===== config.mk =====
export PLATFORM = sky130hd
export DESIGN_NAME = hit_proj_readout
export DESIGN_NICKNAME = d
export VERILOG_FILES = /design/src/rtl/hpr_pkg.sv /design/src/rtl/hpr_mask_chain.sv /design/src/rtl/hpr_project.sv /design/src/rtl/hpr_serializer.sv /design/src/rtl/hit_proj_readout.sv
export SDC_FILE = /design/constraint.sdc
export NUM_CORES = 1
export LEC_CHECK = 0
export ABC_AREA = 1
export BUFFER_PORTS_ARGS = -buffer_cell sky130_fd_sc_hd__buf_2
export CAP_MARGIN = 20
export CORE_MARGIN = 2
export CORE_UTILIZATION = 45
export CTS_CLUSTER_DIAMETER = 60
export DETAILED_ROUTE_END_ITERATION = 16
export SYNTH_ARGS = -nofsm -noshare
export SYNTH_HDL_FRONTEND = slang
export SYNTH_SLANG_ARGS = --single-unit

===== constraint.sdc =====
create_clock -name clk -period 4.7 [get_ports clk]
set_input_delay 0.235 -clock clk [delete_from_list [all_inputs] [get_ports clk]]
set_output_delay 0.235 -clock clk [all_outputs]
set_load 0.01 [all_outputs]

===== src/rtl/hpr_pkg.sv =====
package hpr_pkg;
   typedef enum logic [1:0] {
      ST_IDLE = 2'd0,
      ST_WAIT = 2'd1,
      ST_SEND = 2'd2
   } cap_state_t;
endpackage


===== src/rtl/hpr_mask_chain.sv =====
module hpr_mask_chain #(
   parameter int NPIX = 32
) (
   input  logic            clk,
   input  logic            rst,
   input  logic            shift_en,
   input  logic            din,
   input  logic            clr_start,
   output logic [NPIX-1:0] dis,
   output logic            busy
);
   localparam int CW = $clog2(NPIX + 1);

   logic [CW-1:0] clr_cnt;

   generate
      if (NPIX < 2) begin : g_bad_npix
         $error("hpr_mask_chain: NPIX must be at least 2");
      end
   endgenerate

   always_ff @(posedge clk) begin
      if (rst) begin
         dis     <= '0;
         clr_cnt <= '0;
      end else if (clr_cnt != '0) begin
         dis     <= {dis[NPIX-2:0], 1'b0};
         clr_cnt <= clr_cnt - 1'b1;
      end else if (clr_start) begin
         clr_cnt <= CW'(NPIX);
      end else if (shift_en) begin
         dis <= {dis[NPIX-2:0], din};
      end
   end

   assign busy = (clr_cnt != '0) | shift_en;
endmodule


===== src/rtl/hpr_project.sv =====
module hpr_project #(
   parameter int ROWS = 4,
   parameter int COLS = 8
) (
   input  logic [ROWS*COLS-1:0] pix,
   output logic [COLS-1:0]      colp,
   output logic [ROWS-1:0]      rowp
);
   genvar r;
   generate
      for (r = 0; r < ROWS; r++) begin : g_row
         assign rowp[r] = |pix[r*COLS +: COLS];
      end
   endgenerate

   always_comb begin
      colp = '0;
      for (int rr = 0; rr < ROWS; rr++) begin
         colp = colp | pix[rr*COLS +: COLS];
      end
   end
endmodule


===== src/rtl/hpr_serializer.sv =====
module hpr_serializer #(
   parameter int N  = 8,
   parameter int AW = 4
) (
   input  logic         clk,
   input  logic         rst,
   input  logic         load,
   input  logic [N-1:0] proj_in,
   output logic         sdo,
   output logic         busy
);
   localparam int W  = AW + 1;
   localparam int BW = $clog2(W + 1);

   logic [N-1:0]  pend;
   logic [W-1:0]  shreg;
   logic [BW-1:0] bcnt;
   logic          last;
   logic [AW-1:0] ffs;
   logic          any;
   logic [W-1:0]  word;

   generate
      if ((1 << AW) <= N) begin : g_bad_aw
         $error("hpr_serializer: AW too small to keep the end marker unique");
      end
   endgenerate

   always_comb begin
      ffs = '0;
      any = 1'b0;
      for (int i = N - 1; i >= 0; i--) begin
         if (pend[i]) begin
            ffs = AW'(i);
            any = 1'b1;
         end
      end
      word = {1'b1, ffs};
   end

   always_ff @(posedge clk) begin
      if (rst) begin
         pend  <= '0;
         shreg <= '0;
         bcnt  <= '0;
         last  <= 1'b0;
         busy  <= 1'b0;
         sdo   <= 1'b0;
      end else if (load) begin
         pend  <= proj_in;
         bcnt  <= '0;
         last  <= 1'b0;
         busy  <= 1'b1;
         sdo   <= 1'b0;
      end else if (busy) begin
         if (bcnt != '0) begin
            sdo   <= shreg[W-1];
            shreg <= shreg << 1;
            bcnt  <= bcnt - 1'b1;
         end else if (any) begin
            sdo   <= word[W-1];
            shreg <= word << 1;
            pend  <= pend & ~(N'(1) << ffs);
            bcnt  <= BW'(W - 1);
         end else if (!last) begin
            sdo   <= 1'b1;
            shreg <= '1;
            bcnt  <= BW'(W - 1);
            last  <= 1'b1;
         end else begin
            sdo   <= 1'b0;
            busy  <= 1'b0;
         end
      end
   end
endmodule


===== src/rtl/hit_proj_readout.sv =====
module hit_proj_readout #(
   parameter int ROWS = 4,
   parameter int COLS = 8,
   parameter int DLYW = 4
) (
   input  logic                 clk,
   input  logic                 rst,
   input  logic [ROWS*COLS-1:0] hit,
   input  logic                 trig_in,
   input  logic [DLYW-1:0]      trig_dly,
   output logic                 trig_out,
   input  logic                 mask_clk_en,
   input  logic                 mask_din,
   input  logic                 mask_clr,
   output logic                 mask_busy,
   output logic                 sdo_x,
   output logic                 sdo_y
);
   import hpr_pkg::*;

   localparam int NPIX = ROWS * COLS;
   localparam int XAW  = $clog2(COLS + 1);
   localparam int YAW  = $clog2(ROWS + 1);

   generate
      if (ROWS < 1 || COLS < 1 || NPIX < 2) begin : g_bad_dims
         $error("hit_proj_readout: matrix needs at least two pixels");
      end
      if (DLYW < 1) begin : g_bad_dly
         $error("hit_proj_readout: DLYW must be at least 1");
      end
   endgenerate

   logic [NPIX-1:0] dis;
   logic [NPIX-1:0] masked;
   logic [COLS-1:0] colp;
   logic [ROWS-1:0] rowp;
   logic            local_hit;
   logic            latch;
   logic            x_busy, y_busy;
   logic            loc_src;
   logic [DLYW-1:0] cnt;
   cap_state_t      st;

   hpr_mask_chain #(.NPIX(NPIX)) u_mask (
      .clk      (clk),
      .rst      (rst),
      .shift_en (mask_clk_en),
      .din      (mask_din),
      .clr_start(mask_clr),
      .dis      (dis),
      .busy     (mask_busy)
   );

   assign masked    = hit & ~dis;
   assign local_hit = |masked;

   hpr_project #(.ROWS(ROWS), .COLS(COLS)) u_proj (
      .pix (masked),
      .colp(colp),
      .rowp(rowp)
   );

   assign latch = (st == ST_WAIT) && (cnt == '0);

   always_ff @(posedge clk) begin
      if (rst) begin
         st       <= ST_IDLE;
         cnt      <= '0;
         loc_src  <= 1'b0;
         trig_out <= 1'b0;
      end else begin
         trig_out <= 1'b0;
         case (st)
            ST_IDLE: begin
               if (!mask_busy && (local_hit || trig_in)) begin
                  st      <= ST_WAIT;
                  cnt     <= trig_dly;
                  loc_src <= local_hit;
               end
            end
            ST_WAIT: begin
               if (cnt == '0) begin
                  st       <= ST_SEND;
                  trig_out <= loc_src;
               end else begin
                  cnt <= cnt - 1'b1;
               end
            end
            ST_SEND: begin
               if (!x_busy && !y_busy) begin
                  st <= ST_IDLE;
               end
            end
            default: st <= ST_IDLE;
         endcase
      end
   end

   hpr_serializer #(.N(COLS), .AW(XAW)) u_ser_x (
      .clk    (clk),
      .rst    (rst),
      .load   (latch),
      .proj_in(colp),
      .sdo    (sdo_x),
      .busy   (x_busy)
   );

   hpr_serializer #(.N(ROWS), .AW(YAW)) u_ser_y (
      .clk    (clk),
      .rst    (rst),
      .load   (latch),
      .proj_in(rowp),
      .sdo    (sdo_y),
      .busy   (y_busy)
   );
endmodule


==> summary.md <==
| Metric | Value |
|---|---|
| Routed WL | `around 8400 um` |
| PwrDens | `between 600 and 700 nW/um^2` |
| Routed WL per cell | `between 10 and 15 um` |
| Setup violators final | `0` |
| Synth warn | `0` |
| Boundary Pins | `46` |
| Slew @ Worst Pin | `0.4029 ns` |
| First-pass GRT wire length | `14200 um` |
| First-pass detailed-route iteration total | `4` |
| Critical path required time | `approximately 5 ns` |
| Pins over their slew limit | `0` |
| Most numerous cell in the Yosys netlist | `nand2_1` |
| Input/output buffers | `45` |
| DRT iter0 DRCs | `141` |
| H-tree levels | `3` |
| Post-CTS sizing | `0` |
| Detailed placement HPWL | `approximately 6400 um` |
| Arrival time at the worst endpoint | `2.02 ns` |
| Crit path time final | `~1.8 ns` |
| Core ar. | `a little over 8000 sq um` |
| DRC violations left | `0` |
| Worst-path cell chain | `inv_1 > ha_1 > nand3_1 > nor2_4 > inv_4 > nand2_2 > inv_2 > a32o_1` |
| Clock transition at path regs | `0.08 ns` |
| All-Layer GR Usage | `slightly above 20%` |
| Root Driver | `clkbuf_8` |
| Post-cts hold buffer count | `0` |
| Hold/Removal Path Class | `in2reg` |
| Die H | `between 90 and 100 um` |
| Die area | `9021 sq um` |
| Setup TNS Final | `0 ns` |
| Seq cells post-synth | `around 80` |
| Cell area after synthesis | `around 3700 sq um` |
| Crit Path Class | `reg2reg` |
| Die width | `approximately 95 um` |
| Max Fclk | `0.5571 GHz` |
| Mapped Cells | `between 500 and 600` |
| Via/cell ratio | `between 4 and 5` |
| CTS tree | `done` |
| Mapped Nets | `560` |
| Fin nets | `between 600 and 700` |
| EDFF count, synth | `0` |
| Worst setup EP type | `flop` |
| Slew Limit Headroom | `between 70% and 80%` |
| Worst IR Drop VDD | `246.4 uV` |
| Area grow syn2layout | `15.22%` |
| Remaining antenna violation count after routing | `0` |
| Vias | `between 3000 and 4000` |
| Final GP Congestion | `roughly 0.9` |
| Yosys cell types | `36` |
| Clock Latency Late Sink | `0.34 ns` |
| Share of layout cells above drive strength 1 | `roughly 17%` |
| Syn_area_per_cell | `between 7 and 8 sq um` |
| # rows | `33` |
| Post-CTS setup buffers | `0` |
| Vias in the first global route | `3086` |
| Leakage | `between 1.5 and 2 nW` |
| Initial Util | `~46%` |
| Clock sink total | `about 80` |
| # Max-Cap Violations | `0` |
| Worst clock skew | `0.01082 ns` |
| Predominant post-synthesis flop cell | `dfxtp_1` |
| Grt total ovfl | `0` |
| Tcrit/Tclk final | `38.19%` |
| Post-synth top cells | `103 x nand2_1, 79 x dfxtp_1, 63 x inv_1, 61 x a21oi_1, 45 x o21ai_0` |
| CTS buffer count | `9` |
| Max incr delay on CP | `approximately 0.33 ns` |
| Post-synthesis sequential area ratio | `approximately 42%` |
| Area share of the largest cell type after synthesis | `between 40% and 50%` |
| Post-synth top area cell | `dfxtp_1` |
| RSZ-0062 raised after global routing | `no` |
| Startpoint Class | `flop` |
| Max Root-Sink Buffers | `2` |
| Antenna violations before repair | `0` |
| Synth top area cells | `dfxtp_1 42%, nand2_1 10%, a21oi_1 8.2%` |
| CP max stage cell | `dfxtp_1` |
| Final Hold Vio Count | `0` |
| Crit path buffers/inverters | `3` |
| N_diodes | `0` |
| Final setup margin | `~2.9 ns` |
| Setup WS pre-CTS | `around 2.6 ns` |
| Largest net degree at the start of global routing | `63` |
| Ys async rst share | `0%` |
| Critical path fanouts, max | `13` |
| Outcome | `finished clean` |
| CP top delay family | `simple AND/OR/NAND/NOR gates` |
==> placed cells by master, fill, tap and decap left out, drive strengths merged, types with 2 or more instances in the layout <==
master and instances:
a21oi 64, a32o 4, buf 47, bufinv 3, clkbuf 13, dfxtp 79, ha 7, inv 77
nand2 108, nand3 18, nand4 7, nor2 50, nor3 5, o211ai 3, o21ai 60, o31ai 4
o32ai 2, xnor2 2, xor2 4
==> sequential cells by signal, indices dropped and copies added, names as in the netlist, 2 cells and up <==
signal and cells:
u_ser_x.pend 8, u_ser_y.shreg 4, u_ser_x.shreg 5, u_ser_x.bcnt 3, u_ser_y.bcnt 3, cnt 4
u_mask.dis 32, st 2, u_ser_y.pend 4, u_mask.clr_cnt 6
==> layout make-up <==
| cell class | count | area [sq um] |
|---|---|---|
| clock buffer | 13 | 148.9 |
| timing repair buffer | 47 | 252.7 |
| fill | 800 | 3842 |
| sequential | 79 | 1582 |
| multi-input combinational | 342 | 1787 |
| inverter | 78 | 300.3 |
| tap | 105 | 131.4 |
| clock inverter | 3 | 90.09 |
==> logic make-up after synthesis <==
logic type	after synthesis	share of synthesized area (%)
and+or+nand+nor	191	23.92
AOI/OAI and AO/OA	138	20.29
buffers and inverters	90	9.574
DFF	79	42.46
adders and majority gates	7	2.351
xor gates and xnor gates	6	1.411
==> worst reg2reg max path, stage by stage, from the launching register on <==
cell     delay [ns]
dfxtp_1        0.33
inv_1          0.10
ha_1           0.15
nand3_1        0.14
nor2_4         0.19
inv_4          0.09
nand2_2        0.27
inv_2          0.17
a32o_1         0.25
==> final timing paths <==
check                           depth (start not counted)                to  slack (ns)              from
worst max-delay path                                    8   u_ser_y.pend[3]        2.91            cnt[0]
worst max register to register                          8   u_ser_y.pend[3]        2.91            cnt[0]
worst min register to register                          2  u_ser_y.shreg[1]        0.45  u_ser_y.shreg[1]
worst min-delay path                                    3   u_ser_x.pend[3]        0.19           hit[27]
==> metrics by stage <==
| step | util (%) | cells | area [sq um] | power (mW) | hold slack, ns |
|---|---|---|---|---|---|
| 5_1_grt | 52.76 | 667 | 4292 | 2.888 | 0.2163 |
| 3_3_place_gp | 49.58 | 650 | 4033 | 2.034 | 0.4379 |
| 6_report | 52.76 | 667 | 4292 | 2.661 | 0.1891 |
| 2_1_floorplan | - | 511 | 3725 | 1.832 | 0.3469 |
| 3_5_place_dp | 49.58 | 650 | 4033 | 2.057 | 0.4434 |
| 4_1_cts | 52.52 | 666 | 4272 | 2.668 | 0.1751 |
==> power by group <==
group,total [mW],switching (mW),internal (mW)
clock network,0.603,0.235,0.369
logic,1.06,0.686,0.370
registers,1.00,0.118,0.885
==> metal layers <==
metal	GRT usage, %	up-vias	wire length [um]
met5	0	-	0
met2	32.03	47	3745
met3	3.113	9	276
met1	27.96	1499	4268
met4	7.971	0	132
li1	-	1757	-
(Power assumes the default switching activity.)
